$ cat config.mk
export PLATFORM = sky130hd
export DESIGN_NAME = xor_macrocell
export DESIGN_NICKNAME = d
export VERILOG_FILES = /design/src/rtl/xor_macrocell.sv
export SDC_FILE = /design/constraint.sdc
export NUM_CORES = 1
export LEC_CHECK = 0
export BUFFER_PORTS_ARGS = -buffer_cell sky130_fd_sc_hd__buf_2
export CAP_MARGIN = 15
export CORE_AREA = 2 2 39 41
export DETAILED_ROUTE_END_ITERATION = 6
export DIE_AREA = 0 0 41 43
export PLACE_DENSITY = 0.73
export SLEW_MARGIN = 20
export SYNTH_ARGS = -nofsm -noshare
export SYNTH_HDL_FRONTEND = slang
export SYNTH_SLANG_ARGS = --single-unit
$ cat constraint.sdc
create_clock -name clk -period 1.4 [get_ports clk]
set_input_delay 0.28 -clock clk [delete_from_list [all_inputs] [get_ports clk]]
set_output_delay 0.28 -clock clk [all_outputs]
set_load 0.1 [all_outputs]
$ cat src/rtl/xor_macrocell.sv
module xor_macrocell #(
  parameter  int N_IN = 4,
  localparam int COLS = 2 * (N_IN + 1)
) (
  input  logic              clk,
  input  logic              rst_n,
  input  logic [N_IN-1:0]   in_i,
  input  logic [4*COLS-1:0] fuse_i,
  input  logic              oe_n,
  input  logic              preload,
  input  logic              pad_i,
  output logic              pad_o,
  output logic              pad_en
);

  logic            q;
  logic [N_IN:0]   line;
  logic [COLS-1:0] col;
  logic [3:0]      pterm;
  logic            d;

  assign line = {q, in_i};

  for (genvar k = 0; k <= N_IN; k++) begin : g_col
    assign col[2*k]   = line[k];
    assign col[2*k+1] = ~line[k];
  end

  for (genvar t = 0; t < 4; t++) begin : g_term
    assign pterm[t] = &(~fuse_i[t*COLS +: COLS] | col);
  end

  assign d = (pterm[0] | pterm[1]) ^ (pterm[2] | pterm[3]);

  always_ff @(posedge clk or negedge rst_n) begin
    if (!rst_n)       q <= 1'b0;
    else if (preload) begin
      if (oe_n)       q <= pad_i;
    end
    else              q <= d;
  end

  assign pad_o  = ~q;
  assign pad_en = ~oe_n;

endmodule


---- After elaboration in Yosys (flattened, before gate mapping) ----
Cells that the tools add are included.
storage, ports and cells
  register bits ........................... 1
  logic and storage cells ................. 25
  bits of input ports ..................... 49
  output and inout bits ................... 2
operators by class
  equality and inequality tests ........... 1
  reduce and logical (&&, ||, !) cells .... 4
  multiplexer cells ....................... 2
  bitwise logic cells ..................... 17
operator list
  kind                  number
  $not A10 Y10          4
  $or A10 B10 Y10       4
  $reduce_and A10 Y1    4
  $not A1 Y1            6
  $mux W1               2
  $ne A2 B2 Y1 const B  1
  $or A1 B1 Y1          2
  $xor A1 B1 Y1         1

---- Depth between registers and ports, before layout ----
  word-level depth ........................ 6
  depth in mapped cells ................... 6
  depth with buffers taken out ............ 5

---- Least setup slack after synthesis ----
Ideal clock, no wire load.
  path kind ............................... reg2reg
  start ................................... register q
  end ..................................... register q
  period minus slack after synthesis ...... 1.532 ns
  data arrival time ....................... 1.411 ns
  library setup time ...................... 0.121 ns
  data required time ...................... 1.279 ns
  path buffers ............................ 1
  cell stages (with the launch flop) ...... 6
  slack ................................... -0.132 ns
  cell sequence ........................... dfrtp_1 buf_6 inv_1 o21ai_0 nand2_1 o21ai_1
on the way
  word-level cells in the longest chain between the ends .. 6
  elaborated cells on any way between the ends .. 13
  classes of those cells .................. mux: 1; bitwise: 8; reduce/logical: 4
ends and longest elaborated chain
  element                   line  text
  start: declaration        16    logic q;
  start signal: assignment  38    if (oe_n) q <= pad_i;
  $not A1 Y1 (*)            n/a
  via pad_o                 12    output logic pad_o,
  $or A10 B10 Y10           30    assign pterm[t] = &(~fuse_i[t*COLS +: COLS] | col);
  $reduce_and A10 Y1        30
  $or A1 B1 Y1              33    assign d = (pterm[0] | pterm[1]) ^ (pterm[2] | pterm[3]);
  $xor A1 B1 Y1 (*)         33
  $mux W1 (*)               37    else if (preload) begin
Mark *: on every way through the listed nets, which the timed path passes. The rest lies on a longest branch.
A chain may end at the register's enable or synchronous reset.

---- Worst setup path in the final report ----
  start ................................... input in_i[2]
  end ..................................... register q
on the way
  word-level cells in the longest chain between the ends .. 6
  elaborated cells on any way between the ends .. 13
  classes of those cells .................. mux: 1; bitwise: 8; reduce/logical: 4
ends and longest elaborated chain
  element             line  text
  start: declaration  7     input logic [N_IN-1:0] in_i,
  $not A1 Y1          26    assign col[2*k+1] = ~line[k];
  $or A10 B10 Y10     30
  $reduce_and A10 Y1  30
  $or A1 B1 Y1        33
  $xor A1 B1 Y1 (*)   33
  $mux W1 (*)         37
Every way passes the cells marked *; elsewhere a longest branch is shown, timed or not.

==> results.json <==
{
  "ff_latch_area_um2": 26.28,
  "slew_viol_final": 0,
  "cp.required_ns": 1.28,
  "grt_usage_pct": 14.40,
  "design_area_um2": 625.6,
  "final_antenna_net_count": 0,
  "initial_core_util_pct": 25.95,
  "maxCapViolations": 0,
  "setup-violations-final": 0,
  "die_h_um": 43,
  "pwr-share-seq_pct": 16.8,
  "dp_cells": 100,
  "num_io_pins": 51,
  "power_leakage_nw": 0.3472,
  "postSynthCellCount": 38,
  "multiInputGateArea_um2": 287.8,
  "slowest_stage": "mux2i_1",
  "core_area_um2": 1384,
  "netlist_area_um2": 359.1,
  "syn_avg_cell_area_um2": 9.450,
  "routedWlPerCell_um": 11.91,
  "fin_skew_ns": 0,
  "ctsResizeCount": 0,
  "wl_met1_um": 374,
  "top_register": "q",
  "start_kind": "primary input",
  "cp_max_fo": 4,
  "internal_power_mw": 0.1398,
  "fmaxAchievable_mhz": 770.2,
  "top_regs": "q: 1 flops",
  "min_period_over_period_pct": 92.74,
  "synthDistinctLibCells": 14,
  "power.density_nw_per_um2": 387.0,
  "r2r_cells": 5,
  "comb_power_share_pct": 83.2,
  "cts_post_setup_buffers_inserted": 0,
  "worst_setup_path_end_kind": "register",
  "mostFrequentLayoutCells": "buf_2, mux2i_1, nand4_1, mux2_2",
  "finalHoldViolations": 0,
  "fin_nets": 135,
  "vias": 460,
  "drt_iter0_drc": 0,
  "ctsHoldBuffers": 0,
  "p_switching_mw": 0.1023,
  "drt-pass1-iter-count": 1,
  "worstSetupPathType": "in -> reg",
  "max-vdd-ir-drop_v": 0.0001128,
  "tightest_slew_ns": 0.2583,
  "largest_reg_flops": 1,
  "placed_area_um2": 624.3,
  "antenna_found_initial": 0,
  "die_area_um2": 1763,
  "final_layout_size_suffix_gt1_share_pct": 69.05,
  "cpPeakStageDelay_ns": 0.30,
  "switching_share_pct": 42.26,
  "diodes": 0,
  "insertion_delay_ns": 0,
  "path_cells": "buf_2 -> mux2i_1 -> nand4_2 -> o22ai_2 -> xnor2_1 -> o21ai_1",
  "utilization_pct": 45.21,
  "totalWireLength_um": 1191,
  "cts.clk_slew.worst_paths_ns": 0,
  "syn_to_final_growth_pct": 74.22,
  "hp-class": "in -> async",
  "rsz0062_at_grt": "no",
  "fin_cells": 100,
  "dr_wl_met3_um": 94,
  "remaining_drc_errors": 0,
  "grt_pass1_vias": 508,
  "synth_nets": 87,
  "fin_crit_ns": 1.298,
  "grt_pass1_wl_um": 1821,
  "yosysWarningCount": 0,
  "wl_met2_um": 707,
  "final_common_cell": "buf_2",
  "grt_max_degree": 6,
  "nFillCells": 148,
  "highest_layer": "met4",
  "io_buffers": 50,
  "slew_headroom_pct": 82.29,
  "vias_per_cell": 4.600,
  "num_rows": 14,
  "ys_ff_latch": 1,
  "synth_seq_area_share_pct": 6.969,
  "fp.dieW_um": 41,
  "run_status": "finished clean",
  "setup_tns_ns": 0,
  "cp.arrival_ns": 1.18,
  "clkPwrFrac_pct": 0,
  "grt.overflow.total": 0,
  "finalWeightedCongestion": 0.6502
}
## per-layer routing
layer | vias to the layer above | GRT usage (%)
li1 | 235 | -
met1 | 201 | 12.06
met2 | 22 | 31.56
met3 | 2 | 1.047
met4 | 0 | 2.000
met5 | - | 0
## worst max-delay path, delay by kind of cell
| kind | cells | cell delay, ns |
|---|---|---|
| buffers and inverters | 1 | 0.14 |
| multiplexers | 1 | 0.30 |
| XOR/XNOR | 1 | 0.13 |
| AND/OR/NAND/NOR | 1 | 0.13 |
| AO/OA/AOI/OAI | 2 | 0.19 |
## synth_stat cells (all sizes together)
cell type / count / area share [%]
inv: 2 / 2.1
o21ai: 2 / 2.8
dfrtp: 1 / 7.0
buf: 4 / 11
nand2: 2 / 2.1
xnor2: 1 / 2.4
mux2: 4 / 13
mux2i: 16 / 45
o22ai: 2 / 7.0
nand4: 4 / 8.7
## per-stage QoR
step                hold slack (ns)  total power [mW]  setup WS, ns
finish                      0.05627            0.2421        0.1017
global route                0.06422            0.2579      0.009066
global placement            0.05809            0.2378        0.1213
detailed placement          0.05782            0.2429       0.05432
CTS                         0.05806            0.2431       0.05546
floorplan                  -0.01559            0.1563       0.06426
## path summary, 6_finish.rpt
kind	startpoint	end	slack [ns]
hold / removal	rst_n	q	0.06
hold reg to reg	q	q	0.80
max in group asynchronous	rst_n	q	1.25
min in group clk	preload	q	0.48
setup reg to reg	q	q	0.11
setup / recovery	in_i[2]	q	0.10
## area by class of cell
cell class | count | share of cell area [%]
multi-input cells | 31 | 46.00
inverters | 2 | 1.800
flip-flops and latches | 1 | 4.200
well taps | 16 | 3.200
repair buffers | 50 | 44.80
## logic make-up after synthesis
group,Yosys count,synth area share (%)
muxes,20,57.14
and+or+nand+nor,6,10.80
buffers and inverters,6,12.89
AOI/OAI and AO/OA,4,9.752
xor gates and xnor gates,1,2.439
DFF,1,6.968
## power groups by stage
stage / clock, mW / combinational [mW] / sequential [mW]
floorplan: 0 / 0.123 / 0.0337
global placement: 0 / 0.198 / 0.0399
detailed placement: 0 / 0.203 / 0.0402
CTS: 0 / 0.203 / 0.0402
global route: 0 / 0.216 / 0.0414
finish: 0 / 0.201 / 0.0408
(Power assumes the default switching activity.)
